<file path="config.mk">
export PLATFORM = sky130hd
export DESIGN_NAME = lpi_hpp_scanner
export DESIGN_NICKNAME = d
export VERILOG_FILES = /design/src/rtl/lpi_scan_pkg.sv /design/src/rtl/lpi_bit_pick.sv /design/src/rtl/lpi_prio_map.sv /design/src/rtl/lpi_best_cmp.sv /design/src/rtl/lpi_hpp_scanner.sv
export SDC_FILE = /design/constraint.sdc
export NUM_CORES = 1
export LEC_CHECK = 0
export ABC_AREA = 1
export ABC_CLOCK_PERIOD_IN_PS = 4110
export BUFFER_PORTS_ARGS = -buffer_cell sky130_fd_sc_hd__buf_4
export CORE_ASPECT_RATIO = 0.7
export CORE_MARGIN = 2
export CORE_UTILIZATION = 45
export CTS_CLUSTER_DIAMETER = 150
export CTS_CLUSTER_SIZE = 24
export DETAILED_ROUTE_END_ITERATION = 12
export GPL_ROUTABILITY_DRIVEN = 0
export PLACE_DENSITY = 0.66
export SETUP_SLACK_MARGIN = 0.02
export SYNTH_ARGS = -nofsm -noshare
export SYNTH_HDL_FRONTEND = slang
export SYNTH_SLANG_ARGS = --single-unit
export TNS_END_PERCENT = 10
</file>
<file path="constraint.sdc">
create_clock -name clk_i -period 4.11 [get_ports clk_i]
set_input_delay 0.411 -clock clk_i [delete_from_list [all_inputs] [get_ports clk_i]]
set_output_delay 0.411 -clock clk_i [all_outputs]
set_load 0.05 [all_outputs]
</file>
<file path="src/rtl/lpi_scan_pkg.sv">
package lpi_scan_pkg;
  localparam int unsigned LPI_FIRST_ID = 8192;
  localparam logic [7:0] PRIO_NONE = 8'hFF;

  typedef enum logic [2:0] {
    ST_IDLE, ST_SCAN_NEXT, ST_SCAN_PRD, ST_SCAN_BIT,
    ST_SCAN_CRD, ST_UPD_RD, ST_UPD_WR, ST_UPD_CRD
  } state_e;
endpackage

</file>
<file path="src/rtl/lpi_bit_pick.sv">
module lpi_bit_pick #(
  parameter int W  = 8,
  localparam int IW = $clog2(W)
) (
  input  logic [W-1:0]  vec_i,
  output logic [IW-1:0] idx_o,
  output logic          any_o
);
  always_comb begin
    idx_o = '0;
    for (int i = W - 1; i >= 0; i--)
      if (vec_i[i]) idx_o = IW'(i);
  end
  assign any_o = |vec_i;
endmodule

</file>
<file path="src/rtl/lpi_prio_map.sv">
module lpi_prio_map (
  input  logic [7:0] cfg_i,
  input  logic       sec_dis_i,
  output logic       en_o,
  output logic [7:0] prio_o
);
  logic [7:0] field;
  assign field  = {cfg_i[7:2], 2'b00};
  assign en_o   = cfg_i[0];
  assign prio_o = sec_dis_i ? field : {1'b1, field[7:1]};
endmodule

</file>
<file path="src/rtl/lpi_best_cmp.sv">
module lpi_best_cmp #(
  parameter int ID_W = 16
) (
  input  logic [7:0]      cand_prio_i,
  input  logic [ID_W-1:0] cand_id_i,
  input  logic [7:0]      best_prio_i,
  input  logic [ID_W-1:0] best_id_i,
  output logic            take_o
);
  assign take_o = (cand_prio_i < best_prio_i) ||
                  ((cand_prio_i == best_prio_i) && (cand_id_i <= best_id_i));
endmodule

</file>
<file path="src/rtl/lpi_hpp_scanner.sv">
module lpi_hpp_scanner
  import lpi_scan_pkg::*;
#(
  parameter int ADDR_W = 32,
  parameter int ID_W   = 16
) (
  input  logic              clk_i,
  input  logic              rst_ni,
  input  logic              lpi_en_i,
  input  logic              sec_dis_i,
  input  logic [4:0]        id_bits_i,
  input  logic [ADDR_W-1:0] pend_base_i,
  input  logic [ADDR_W-1:0] cfg_base_i,
  input  logic              req_valid_i,
  input  logic              req_set_i,
  input  logic [ID_W-1:0]   req_id_i,
  output logic              busy_o,
  output logic              mem_req_o,
  output logic              mem_we_o,
  output logic [ADDR_W-1:0] mem_addr_o,
  output logic [7:0]        mem_wdata_o,
  input  logic              mem_ack_i,
  input  logic [7:0]        mem_rdata_i,
  output logic [ID_W-1:0]   best_id_o,
  output logic [7:0]        best_prio_o
);
  localparam int BYTE_W   = ID_W - 3;
  localparam int MAX_BITS = ID_W - 1;
  localparam logic [BYTE_W:0] FIRST_BYTE = (BYTE_W+1)'(LPI_FIRST_ID / 8);
  localparam logic [ID_W-1:0] FIRST_ID   = ID_W'(LPI_FIRST_ID);

  state_e            state;
  logic [BYTE_W:0]   byte_idx;
  logic [7:0]        bits_q, pend_byte_q;
  logic [ID_W-1:0]   cur_id, req_id_q;
  logic              req_set_q, en_q, rescan_pend;

  logic [4:0]        eff_bits;
  logic [BYTE_W:0]   byte_end;
  logic [ID_W:0]     id_max;
  logic              req_ok;
  logic [2:0]        pick_idx;
  logic              pick_any;
  logic              cfg_en, take;
  logic [7:0]        cand_prio;
  logic [ID_W-1:0]   cfg_off;

  assign eff_bits = (id_bits_i > 5'(MAX_BITS)) ? 5'(MAX_BITS) : id_bits_i;
  assign byte_end = (eff_bits >= 5'd2) ? ((BYTE_W+1)'(1) << (eff_bits - 5'd2)) : '0;
  assign id_max   = ((ID_W+1)'(1) << (eff_bits + 5'd1)) - (ID_W+1)'(1);
  assign req_ok   = lpi_en_i && (req_id_i >= FIRST_ID) && ({1'b0, req_id_i} <= id_max);
  assign cfg_off  = cur_id - FIRST_ID;

  lpi_bit_pick #(.W(8)) u_pick (.vec_i(bits_q), .idx_o(pick_idx), .any_o(pick_any));

  lpi_prio_map u_map (
    .cfg_i(mem_rdata_i), .sec_dis_i(sec_dis_i), .en_o(cfg_en), .prio_o(cand_prio)
  );

  lpi_best_cmp #(.ID_W(ID_W)) u_cmp (
    .cand_prio_i(cand_prio), .cand_id_i(cur_id),
    .best_prio_i(best_prio_o), .best_id_i(best_id_o), .take_o(take)
  );

  assign busy_o      = (state != ST_IDLE) || rescan_pend;
  assign mem_req_o   = (state == ST_SCAN_PRD) || (state == ST_SCAN_CRD) ||
                       (state == ST_UPD_RD) || (state == ST_UPD_WR) || (state == ST_UPD_CRD);
  assign mem_we_o    = (state == ST_UPD_WR);
  assign mem_wdata_o = pend_byte_q;

  always_comb begin
    unique case (state)
      ST_SCAN_PRD:             mem_addr_o = pend_base_i + ADDR_W'(byte_idx);
      ST_SCAN_CRD, ST_UPD_CRD: mem_addr_o = cfg_base_i + ADDR_W'(cfg_off);
      ST_UPD_RD, ST_UPD_WR:    mem_addr_o = pend_base_i + ADDR_W'(req_id_q[ID_W-1:3]);
      default:                 mem_addr_o = '0;
    endcase
  end

  always_ff @(posedge clk_i or negedge rst_ni) begin
    if (!rst_ni) begin
      state       <= ST_IDLE;
      byte_idx    <= '0;
      bits_q      <= '0;
      pend_byte_q <= '0;
      cur_id      <= '0;
      req_id_q    <= '0;
      req_set_q   <= 1'b0;
      en_q        <= 1'b0;
      rescan_pend <= 1'b0;
      best_id_o   <= '0;
      best_prio_o <= PRIO_NONE;
    end else begin
      en_q <= lpi_en_i;
      unique case (state)
        ST_IDLE: begin
          if (rescan_pend) begin
            rescan_pend <= 1'b0;
            if (lpi_en_i) begin
              best_prio_o <= PRIO_NONE;
              best_id_o   <= '0;
              byte_idx    <= FIRST_BYTE;
              state       <= ST_SCAN_NEXT;
            end
          end else if (req_valid_i && req_ok) begin
            req_id_q  <= req_id_i;
            req_set_q <= req_set_i;
            state     <= ST_UPD_RD;
          end
        end
        ST_SCAN_NEXT: state <= (byte_idx < byte_end) ? ST_SCAN_PRD : ST_IDLE;
        ST_SCAN_PRD: if (mem_ack_i) begin
          bits_q <= mem_rdata_i;
          state  <= ST_SCAN_BIT;
        end
        ST_SCAN_BIT: begin
          if (pick_any) begin
            cur_id <= {byte_idx[BYTE_W-1:0], pick_idx};
            bits_q <= bits_q & ~(8'h01 << pick_idx);
            state  <= ST_SCAN_CRD;
          end else begin
            byte_idx <= byte_idx + 1'b1;
            state    <= ST_SCAN_NEXT;
          end
        end
        ST_SCAN_CRD: if (mem_ack_i) begin
          if (cfg_en && take) begin
            best_prio_o <= cand_prio;
            best_id_o   <= cur_id;
          end
          state <= ST_SCAN_BIT;
        end
        ST_UPD_RD: if (mem_ack_i) begin
          if (mem_rdata_i[req_id_q[2:0]] == req_set_q) state <= ST_IDLE;
          else begin
            pend_byte_q <= mem_rdata_i ^ (8'h01 << req_id_q[2:0]);
            state       <= ST_UPD_WR;
          end
        end
        ST_UPD_WR: if (mem_ack_i) begin
          if (req_set_q) begin
            cur_id <= req_id_q;
            state  <= ST_UPD_CRD;
          end else if (req_id_q == best_id_o) begin
            best_prio_o <= PRIO_NONE;
            best_id_o   <= '0;
            byte_idx    <= FIRST_BYTE;
            state       <= ST_SCAN_NEXT;
          end else state <= ST_IDLE;
        end
        ST_UPD_CRD: if (mem_ack_i) begin
          if (cfg_en && take) begin
            best_prio_o <= cand_prio;
            best_id_o   <= cur_id;
          end
          state <= ST_IDLE;
        end
        default: state <= ST_IDLE;
      endcase
      if (lpi_en_i && !en_q) rescan_pend <= 1'b1;
    end
  end
endmodule

</file>
## Word level (Yosys, flattened, before mapping)

Cells that the tools add are included.

- $add $sub $neg: 8
- Magnitude comparators: 8
- Eq/ne operators: 26
- Shift operators: 4
- Mux-type cells: 59
- Bitwise gates (word level): 5
- Reduce and logical (&&, ||, !) cells: 31

Operators by type and width:

| cell | number |
|---|---|
| $mux W16 | 10 |
| $mux W14 | 7 |
| $pmux W32 S3 | 1 |
| $mux W8 | 10 |
| $mux W3 | 18 |
| $pmux W16 S3 | 1 |
| $pmux W14 S3 | 1 |
| $add A32 B13 Y32 | 1 |
| $add A32 B14 Y32 | 1 |
| $add A32 B16 Y32 | 1 |
| $pmux W16 S2 | 1 |
| $pmux W8 S3 | 1 |
| $pmux W3 S7 | 1 |
| $le A16 B17 Y1 | 1 |
| $shl A1 B5 Y17 const A | 1 |
| $sub A17 B2 Y17 const B | 1 |
| $eq A16 B16 Y1 | 1 |
| $ge A16 B14 Y1 const B | 1 |
| $le A16 B16 Y1 | 1 |
| $ne A2 B2 Y1 const B | 8 |
| $pmux W8 S2 | 1 |
| $shl A1 B3 Y8 const A | 2 |
| $sub A16 B14 Y16 const B | 1 |
| $add A14 B1 Y14 const B | 1 |
| 36 further kinds | 68 |

- Register bits: 92
- Output and inout bits: 67
- Logic and storage cells: 152

## Depth between registers and ports, before layout

Gate-level depths: netlist of run 1.

- Depth after elaboration: 13
- Depth in mapped cells: 28
- Depth with buffers taken out: 27

## Cells and area by module

Synthesis of run 1 repeated with hierarchy kept, for this count alone.

- Cells, all modules: 1,437
- Area, all modules: 9,230.1 um2

Modules (own cells, without submodules):

| module | times used | cells each | area an instance (um2) |
|---|---|---|---|
| lpi_hpp_scanner | 1 | 1,289 | 8,394.3 |
| lpi_best_cmp | 1 | 102 | 638.1 |
| lpi_bit_pick | 1 | 22 | 98.8 |
| lpi_prio_map | 1 | 24 | 98.8 |

## Worst setup path before layout of run 1

OpenSTA, ideal clock, no wires.

- Path type: register to output
- From: register state[0]
- To: output mem_addr_o[20]
- Data arrival time: 3,965 ps
- Slack: -266 ps
- Cell stages (with the launch flop): 19
- Path through: dfrtp_1 nor2_2 inv_2 nor2_8 inv_2 nand2_1 clkbuf_1 nand2_1 o21ai_0 ha_1 a21oi_1 o21ai_0 nand3_1 nand3_1 nand2_1 o21ai_0 nand2_1 nor2_1 o31ai_1

- Cells in the longest elaborated chain, start to end: 3

RTL lines:

| element | RTL line | source |
|---|---|---|
| start: declaration | lpi_hpp_scanner.sv:32 | `state_e state;` |
| start signal: assignment | lpi_hpp_scanner.sv:111 | `ST_SCAN_NEXT: state <= (byte_idx < byte_end) ? ST_SCAN_PRD : ST_IDLE;` |
| $eq A3 B3 Y1 | - |  |
| net mem_we_o | lpi_hpp_scanner.sv:19 | `output logic mem_we_o,` |
| $reduce_or A2 Y1 | lpi_hpp_scanner.sv:72 | `unique case (state)` |
| $pmux W32 S3 | lpi_hpp_scanner.sv:72 |  |
| end: declaration | lpi_hpp_scanner.sv:20 | `output logic [ADDR_W-1:0] mem_addr_o,` |

The timed path passes the listed nets, and every way through them passes these cells.

## Final worst setup path of run 1

- From: register state[0]
- To: output mem_addr_o[28]

- Cells in the longest elaborated chain, start to end: 3

RTL lines:

| element | RTL line |
|---|---|
| $eq A3 B3 Y1 | lpi_hpp_scanner.sv:72 |
| $reduce_or A2 Y1 (on tied branches) | - |
| $pmux W32 S3 * | lpi_hpp_scanner.sv:72 |

Mark *: on every way between the ends. The rest lies on a longest branch, timed or not.

==> results of run 1 <==
-- routing by layer --
metal / GRT usage (%) / wire length, um / vias up
met5: 0 / 0 / -
met3: 5.163 / 3100 / 28
met2: 37.93 / 12400 / 475
met1: 46.67 / 16380 / 4884
met4: 2.439 / 260 / 0
li1: - / - / 5249
-- cell usage in the layout (no fill, tap or decap), types with 4 or more instances in the layout --
cell,count
nor2_2,11
buf_6,4
o21ai_0,139
nand4_1,28
inv_1,180
o21ai_1,18
a21oi_2,6
ha_1,86
o21bai_1,4
nor2_1,131
o22ai_1,12
buf_4,177
nand2_2,19
clkbuf_16,9
o21ai_2,6
nand2_1,391
a21o_1,6
nor4_1,12
nor3_1,34
a21oi_1,89
nand3_1,76
xor2_1,29
dfstp_2,8
dfrtp_1,82
or2_2,11
xnor2_1,17
inv_2,13
-- metrics by stage --
step                setup slack (ns)  setup TNS (ns)
floorplan                    -0.2396          -1.116
global placement              0.1613               0
detailed placement           0.07305               0
CTS                         -0.03088        -0.09203
global route                 -0.1040         -0.5599
finish                       0.09216               0
-- flip-flops by register name, summed over array words and instances, names as in the netlist --
signal	cells
best_id_o	16
cur_id	16
req_id_q	16
byte_idx	14
best_prio_o	8
bits_q	8
mem_wdata_o	8
state	3
en_q	1
req_set_q	1
rescan_pend	1
-- path summary, 6_finish.rpt --
path / startpoint / endpoint / slack [ns] / depth (start not counted)
min in group clk_i: lpi_en_i / en_q / 0.21 / 1
worst min-delay path: rst_ni / best_id_o[8] / 0.15 / 1
worst min register to register: en_q / rescan_pend / 0.44 / 1
worst max-delay path: state[0] / mem_addr_o[28] / 0.09 / 22
worst max register to register: state[2] / byte_idx[2] / 1.29 / 12
max in group asynchronous: rst_ni / state[0] / 2.99 / 2
-- kinds of logic after synthesis --
| logic type | count (synthesis) |
|---|---|
| buffers and inverters | 223 |
| adder cells (fa/ha/maj) | 89 |
| AO/OA/AOI/OAI | 306 |
| XOR/XNOR | 47 |
| AND/OR/NAND/NOR | 732 |
| flip-flops | 92 |
-- power groups by stage --
stage	Combinational [W]	Sequential, W	Clock [W]
floorplan	0.00351	0.00193	0
global placement	0.00522	0.00173	0
detailed placement	0.00528	0.00174	0
CTS	0.00531	0.00172	0.000933
global route	0.00599	0.00177	0.000980
finish	0.00545	0.00173	0.000925
-- critical path, cell delays in order (launching register included) --
cell and delay [ns]:
dfrtp_2 0.45, inv_2 0.10, nor2_4 0.05, inv_1 0.11
nor2_2 0.06, inv_2 0.08, nand2_2 0.09, buf_8 0.17
o21ai_1 0.14, ha_2 0.20, inv_1 0.05, fa_2 0.38
o21ai_4 0.21, nand3_1 0.11, nand3_1 0.13, nand2_1 0.06
o21ai_0 0.12, nand2_1 0.14, nor2_1 0.10, or2_2 0.11
nand3_1 0.11, nand2_1 0.13, buf_6 0.16
-- repair_timing --
| item | 4_1_cts | 5_1_grt |
|---|---|---|
| endpoints found under the setup margin | 23 | 24 |
| pin swaps | 2 | 8 |
| gates cloned | 0 | 0 |
| buffers inserted | 0 | 4 |
| gates resized for setup | 9 | 36 |
-- cell type report --
class	count	area (um^2)	share of cell area, %
sequential	92	2315	19.94
timing repair buffer	182	1389	11.97
clock inverter	6	96.34	0.8301
tap	276	345.3	2.975
inverter	194	730.7	6.296
multi-input combinational	1174	6501	56.02
clock buffer	10	229.0	1.973
==> results_tabular.tex, run 1 <==
\begin{tabular}{lr}
\hline
Metric & Value \\
\hline
\multicolumn{2}{l}{\textbf{Pwr}} \\
\quad Int Pwr & 0.003547 W \\
\quad Portion of total power attributed to the clock network & 11.4\% \\
\quad Pwr dens & 698.8 nW/um\^{}2 \\
\quad Switching power summed over all nets & 0.004564 W \\
\quad Part of the power in registers & 21.4\% \\
\quad Leakage & 5.841 nW \\
\quad Gate power share & 67.2\% \\
\quad VDD IR max & 0.3578 mV \\
\quad Overall power after layout & 0.008110 W \\
\quad Net switching fraction of the power & 56.27\% \\
\multicolumn{2}{l}{\textbf{Run}} \\
\quad Max capacitance violation total & 0 \\
\multicolumn{2}{l}{\textbf{STA}} \\
\quad Peak clock frequency supported by timing & 0.2489 GHz \\
\quad Number of max-slew violations in the final report & 0 \\
\quad Slew at the pin with the worst max-slew slack & 1.164 ns \\
\quad Post-layout minimum cycle time & 4.018 ns \\
\quad Setup repair after global routing missed its margin & true \\
\quad Slew margin rel. & 22.41\% \\
\quad Clock Skew & 0.01177 ns \\
\quad Final Cycle Share & 97.76\% \\
\quad Hold slack final & 0.1478 ns \\
\quad Total count of hold-check failures in the final report & 0 \\
\quad Finish-stage setup viols & 0 \\
\multicolumn{2}{l}{\textbf{Yosys}} \\
\quad Number of enable-type register cells in the synthesized netlist & 0 \\
\quad Xor and xnor area share after synthesis & 4.296\% \\
\quad Post-synthesis share of cell area spent on full adders, half adders and majority gates & 11.78\% \\
\quad Cells after synthesis & 1489 \\
\quad Post-synth net total & 1678 \\
\quad Most common flop cell mapped by yosys & dfrtp\_1 \\
\quad Most numerous cell types in the synthesized netlist & nand2\_1 (393), inv\_1 (182), o21ai\_0 (149) \\
\quad Number of warnings issued by yosys & 0 \\
\quad Top cell type by total area after synthesis & dfrtp\_1 \\
\quad Compound-gate portion of the synthesized area & 17.17\% \\
\quad Fraction of the yosys area taken by sequential cells & 24.13\% \\
\quad Cell variety after synth & 53 \\
\quad Ranking of synthesized cells by area & dfrtp\_1 (22\%), nand2\_1 (15\%), ha\_1 (11\%) \\
\quad Area share of the leading cell type in the synthesized netlist & 21.94\% \\
\quad Mux cell area share after synthesis & 0\% \\
\quad Most frequently used cell type in the post-synthesis netlist & nand2\_1 \\
\quad Simple-Gate Fraction of Synth Area & 33.44\% \\
\quad Avg Cell Area, Syn & 6.435 um\^{}2 \\
\quad Register bit count reported by yosys & 92 \\
\quad Async S/R FF share, synth & 100.0\% \\
\quad Main combinational cell family by area after synthesis & simple AND/OR/NAND/NOR gates \\
\quad Cell area after technology mapping & 9582 um\^{}2 \\
\multicolumn{2}{l}{\textbf{Route}} \\
\quad Vias per std cell & 5.499 \\
\quad Wire length reported by the detailed router & 32.14 mm \\
\quad Count of routing violations after the opening detailed-route iteration & 974 \\
\quad Via count & 10640 \\
\quad Routed Antenna Nets & 0 \\
\quad Routed wirelength normalized by instance count & 16.62 um \\
\quad Number of iterations in the first detailed-routing pass & 5 \\
\quad DR DRC count & 0 \\
\multicolumn{2}{l}{\textbf{Place}} \\
\quad \# port buffers & 166 \\
\quad Cell total after placement & 1914 \\
\quad Post-DP Area & 11130 um\^{}2 \\
\quad Dpl hpwl & 26.26 mm \\
\multicolumn{2}{l}{\textbf{Min path}} \\
\quad Worst min-delay path class & input pin to asynchronous set/reset pin \\
\multicolumn{2}{l}{\textbf{Final layout}} \\
\quad Diode insertion count for antenna repair & 0 \\
\quad Final instance area & 11610 um\^{}2 \\
\quad Fin nets & 1842 \\
\quad Share of post-route cells with drive strength above 1 & 17.73\% \\
\quad Non-filler cells in the finished layout & 1934 \\
\quad Final core occ & 55.77\% \\
\quad Number of inserted filler cells in the final layout & 2079 \\
\quad Synth-to-layout area growth & 21.13\% \\
\multicolumn{2}{l}{\textbf{Floorplan}} \\
\quad Height of the die & 126.1 um \\
\quad Die outline area & 22490 um\^{}2 \\
\quad Total number of placement rows & 44 \\
\quad Die width & 178.4 um \\
\quad Initial standard-cell utilization of the core & 46.04\% \\
\quad I/O pins & 167 \\
\quad Core outline area & 20810 um\^{}2 \\
\multicolumn{2}{l}{\textbf{GRT}} \\
\quad Via count of the first global-routing pass & 9193 \\
\quad Largest net degree at the start of global routing & 66 \\
\quad Overflow left after global routing & 0 \\
\quad Antenna violations before repair & 0 \\
\quad Total routing resource utilization after global routing & 28.07\% \\
\quad First-pass GRT wire length & 49.76 mm \\
\multicolumn{2}{l}{\textbf{Clocking}} \\
\quad CTS tree & done \\
\quad Total number of H-tree levels & 3 \\
\quad Max clock buf depth & 2 \\
\quad Hold-fix buffers, CTS & 0 \\
\quad Clock root buffer & clkbuf\_16 \\
\quad Source-to-sink clock delay at the later pin of the worst-skew pair & 0.35 ns \\
\quad Clock sink total & 92 \\
\quad Number of buffers created by CTS & 9 \\
\quad Clock edge transition at the registers on the reported setup and hold paths & 0.07 ns \\
\multicolumn{2}{l}{\textbf{Setup path}} \\
\quad Critical Path Start Type & flop \\
\quad Capturing element type of the critical path & output port \\
\quad Data arrival time of the critical path & 3.61 ns \\
\quad Worst path required time & 3.70 ns \\
\quad Crit-path max FO & 24 \\
\quad Critical path start-end classification & flop to output port \\
\multicolumn{2}{l}{\textbf{Run status}} \\
\quad Run status & completed \\
\hline
\end{tabular}
(Power assumes the default switching activity.)
==> run 2: changes to the inputs <==
Settings changed: ABC_AREA 1 to 0, PLACE_DENSITY 0.66 to 0.67.
==> run 2 against run 1 <==
Effect of this change: register-to-register slack worse by 0.22 ns; combinational power is 17% higher; clock skew is 0.0057 ns lower; core utilization is 3.0 points higher; sequential cell count stayed put; die area is 5.8% lower; via count is 16% lower; final cell count is 20% lower; largest power group unchanged; sequential share of layout area hardly changed; largest cell class unchanged; total power is 13% higher; highest routed layer unchanged.
==> results_tabular.tex, run 2 <==
\begin{tabular}{lr}
\hline
Metric & Value \\
\hline
\multicolumn{2}{l}{\textbf{Clocking}} \\
\quad Clock edge transition at the registers on the reported setup and hold paths & 0.06 ns (about the same) \\
\quad Clock sink total & 92 (unchanged) \\
\quad Source-to-sink clock delay at the later pin of the worst-skew pair & 0.34 ns (about the same) \\
\quad Hold-fix buffers, CTS & 0 (unchanged) \\
\quad Max clock buf depth & 2 (unchanged) \\
\quad Total number of H-tree levels & 3 (unchanged) \\
\quad Clock root buffer & clkbuf\_16 \\
\quad CTS tree & done \\
\quad Number of buffers created by CTS & 9 (unchanged) \\
\multicolumn{2}{l}{\textbf{Final layout}} \\
\quad Area used by sequential logic in the layout & 2312 um\^{}2 (-0.11\%) \\
\quad Multi-input logic area & 6706 um\^{}2 (+3.2\%) \\
\quad Diode insertion count for antenna repair & 0 (unchanged) \\
\quad Share of post-route cells with drive strength above 1 & 27.80\% (+10 points) \\
\quad Largest registers & best\_id\_o (16), cur\_id (16), req\_id\_q (16) \\
\quad Most frequent standard cell in the layout excluding fill and tap cells & buf\_4 \\
\quad Fin nets & 1454 (-21\%) \\
\quad Non-filler cells in the finished layout & 1540 (-20\%) \\
\quad Number of inserted filler cells in the final layout & 1738 (-16\%) \\
\quad Synth-to-layout area growth & 28.84\% \\
\quad Commonest cells after routing, fill and taps aside & buf\_4 (214), nand2\_1 (116), dfrtp\_1 (84) \\
\multicolumn{2}{l}{\textbf{GRT}} \\
\quad Via count of the first global-routing pass & 8074 (-12\%) \\
\quad Largest net degree at the start of global routing & 69 (+4.5\%) \\
\quad Antenna violations before repair & 0 (unchanged) \\
\quad Overflow left after global routing & 0 (unchanged) \\
\quad First-pass GRT wire length & 44.82 mm (-9.9\%) \\
\quad Total routing resource utilization after global routing & 26.91\% (-1.2 points) \\
\multicolumn{2}{l}{\textbf{Route}} \\
\quad Via count & 8940 (-16\%) \\
\quad Count of routing violations after the opening detailed-route iteration & 869 (-11\%) \\
\quad Vias per std cell & 5.805 (+5.6\%) \\
\quad DR DRC count & 0 (unchanged) \\
\quad Routed wirelength normalized by instance count & 18.92 um (+14\%) \\
\quad Routed Antenna Nets & 0 (unchanged) \\
\quad Wire length reported by the detailed router & 29.14 mm (-9.3\%) \\
\quad Number of iterations in the first detailed-routing pass & 5 (unchanged) \\
\multicolumn{2}{l}{\textbf{STA}} \\
\quad Slew at the pin with the worst max-slew slack & 1.050 ns (-0.1135 ns) \\
\quad Peak clock frequency supported by timing & 0.2490 GHz (about the same) \\
\quad Clock Skew & 0.006084 ns (-0.005688 ns) \\
\quad Setup tns final & 0 ns (unchanged) \\
\quad Total count of hold-check failures in the final report & 0 (unchanged) \\
\quad Final Cycle Share & 97.72\% (about the same) \\
\quad Number of max-slew violations in the final report & 0 (unchanged) \\
\quad Finish-stage setup viols & 0 (unchanged) \\
\quad Setup repair after global routing missed its margin & true \\
\quad Slew margin rel. & 29.98\% (+7.6 points) \\
\quad Hold slack final & 0.1692 ns (+0.02143 ns) \\
\quad Post-layout minimum cycle time & 4.016 ns (-0.001444 ns) \\
\multicolumn{2}{l}{\textbf{Min path}} \\
\quad Worst min-delay path class & input pin to asynchronous set/reset pin \\
\multicolumn{2}{l}{\textbf{Setup path}} \\
\quad Worst path required time & 3.70 ns (about the same) \\
\quad Crit-path max FO & 6 (-75\%) \\
\quad Capturing element type of the critical path & output port \\
\quad Critical path start-end classification & flop to output port \\
\quad Data arrival time of the critical path & 3.61 ns (about the same) \\
\quad Critical Path Start Type & flop \\
\multicolumn{2}{l}{\textbf{Yosys}} \\
\quad Most common flop cell mapped by yosys & dfrtp\_1 \\
\quad Post-synth net total & 1265 (-25\%) \\
\quad Area share of the leading cell type in the synthesized netlist & 23.32\% (+1.4 points) \\
\quad Most numerous cell types in the synthesized netlist & nand2\_1 (117), ha\_1 (87), dfrtp\_1 (84) \\
\quad Fraction of the yosys area taken by sequential cells & 25.65\% (+1.5 points) \\
\quad Async S/R FF share, synth & 100.0\% (unchanged) \\
\quad Cells after synthesis & 1076 (-28\%) \\
\quad Most frequently used cell type in the post-synthesis netlist & nand2\_1 \\
\quad Number of enable-type register cells in the synthesized netlist & 0 (unchanged) \\
\quad Avg Cell Area, Syn & 8.377 um\^{}2 (+30\%) \\
\quad Top cell type by total area after synthesis & dfrtp\_1 \\
\quad Cell variety after synth & 77 (+45\%) \\
\quad Register bit count reported by yosys & 92 (unchanged) \\
\quad Cell area after technology mapping & 9014 um\^{}2 (-5.9\%) \\
\quad Ranking of synthesized cells by area & dfrtp\_1 (23\%), ha\_1 (12\%), nand2\_1 (4.9\%) \\
\quad Number of warnings issued by yosys & 0 (unchanged) \\
\multicolumn{2}{l}{\textbf{Pwr}} \\
\quad Gate power share & 69.7\% (+2.5 points) \\
\quad Int Pwr & 0.004335 W (+22\%) \\
\quad VDD IR max & 0.4050 mV (+13\%) \\
\quad Pwr dens & 791.1 nW/um\^{}2 (+13\%) \\
\quad Leakage & 5.166 nW (-12\%) \\
\quad Switching power summed over all nets & 0.004853 W (+6.3\%) \\
\quad Net switching fraction of the power & 52.82\% (-3.5 points) \\
\quad Overall power after layout & 0.009188 W (+13\%) \\
\quad Part of the power in registers & 19.5\% (-1.9 points) \\
\quad Portion of total power attributed to the clock network & 10.8\% (-0.6 points) \\
\multicolumn{2}{l}{\textbf{Place}} \\
\quad \# port buffers & 166 (unchanged) \\
\quad Cell total after placement & 1515 (-21\%) \\
\quad Dpl hpwl & 23.13 mm (-12\%) \\
\multicolumn{2}{l}{\textbf{Floorplan}} \\
\quad I/O pins & 167 (unchanged) \\
\quad Initial standard-cell utilization of the core & 45.65\% (-0.39 points) \\
\quad Die outline area & 21200 um\^{}2 (-5.8\%) \\
\quad Total number of placement rows & 43 (-2.3\%) \\
\quad Height of the die & 122.4 um (-2.9\%) \\
\quad Core outline area & 19750 um\^{}2 (-5.1\%) \\
\quad Die width & 173.2 um (-2.9\%) \\
\multicolumn{2}{l}{\textbf{Run}} \\
\quad Max capacitance violation total & 0 (unchanged) \\
\multicolumn{2}{l}{\textbf{Run status}} \\
\quad Run status & completed \\
\hline
\end{tabular}
## run 2: changes by cell type after synthesis, moves of 19 or more
cell | previous run | this run
xnor2_1 | 17 | 50
nand3_1 | 76 | 39
nand2_1 | 393 | 117
inv_1 | 182 | 58
xor2_1 | 30 | 49
o21ai_0 | 149 | 58
a22o_1 | 1 | 24
o22ai_1 | 12 | 32
mux2_2 | 0 | 26
a21oi_1 | 96 | 60
nor2_1 | 134 | 67
## run 2: final cells by class
cell class | instances | share of cell area, %
inverter | 58 | 1.875
timing repair buffer | 219 | 14.46
clock buffer | 11 | 2.176
sequential | 92 | 19.91
clock inverter | 5 | 0.9265
multi-input combinational | 885 | 57.75
tap | 270 | 2.909
## run 2: stage by stage
stage,utilization [%],setup slack [ns],instance area (um^2)
floorplan,-,-0.2687,9148
global placement,54.93,0.02325,10850
detailed placement,54.93,-0.01959,10850
CTS,57.34,-0.08768,11320
global route,58.82,-0.03278,11610
finish,58.82,0.09360,11610
## run 2: what timing repair did
| action | in CTS | in global routing |
|---|---|---|
| endpoints found under the hold margin | 0 | 0 |
| setup endpoints to repair | 20 | 22 |
| cloned | 0 | 2 |
| setup buffers | 0 | 7 |
| resized for setup | 17 | 39 |
| pin swaps | 2 | 24 |
## run 2: path summary, 6_finish.rpt
path | from | endpoint | slack [ns] | cells past startpoint
min in group clk_i | lpi_en_i | en_q | 0.21 | 1
worst min register to register | en_q | rescan_pend | 0.42 | 1
worst max-delay path | state[1] | mem_addr_o[7] | 0.09 | 13
worst max register to register | best_prio_o[5] | best_id_o[13] | 1.07 | 10
max in group asynchronous | rst_ni | best_prio_o[6] | 3.01 | 2
worst min-delay path | rst_ni | mem_wdata_o[6] | 0.17 | 1
## run 2: worst max-delay path, cell delays in order, from the launching register on
cell       delay [ns]
dfrtp_1          0.41
xnor2_2          0.18
nand2b_4         0.18
clkbuf_16        0.15
mux2_4           0.31
ha_1             0.29
a21oi_2          0.15
o211ai_1         0.19
or2_4            0.30
a21o_1           0.18
a21oi_1          0.18
xor2_1           0.33
o22ai_1          0.16
buf_4            0.26
## run 2: kinds of logic after synthesis
family,count (synthesis),synth area share [%]
and+or+nand+nor,365,20.24
xor gates and xnor gates,99,9.620
muxes,42,5.899
buffers and inverters,99,4.539
DFF,92,25.65
adders and majority gates,89,12.52
AOI/OAI and AO/OA,290,21.53
## run 2: power groups by stage
stage               Combinational (W)  Clock (W)  Sequential, W
floorplan                     0.00387          0        0.00208
global placement              0.00601          0        0.00178
detailed placement            0.00606          0        0.00179
CTS                           0.00616   0.000997        0.00178
global route                  0.00687    0.00103        0.00185
finish                        0.00640   0.000988        0.00180
## run 2: routing by layer
metal | vias up | GRT usage [%] | wire length [um]
li1 | 4316 | - | -
met1 | 4239 | 43.22 | 14620
met2 | 358 | 37.43 | 11840
met3 | 27 | 4.616 | 2376
met4 | 0 | 4.343 | 305
met5 | - | 0 | 0
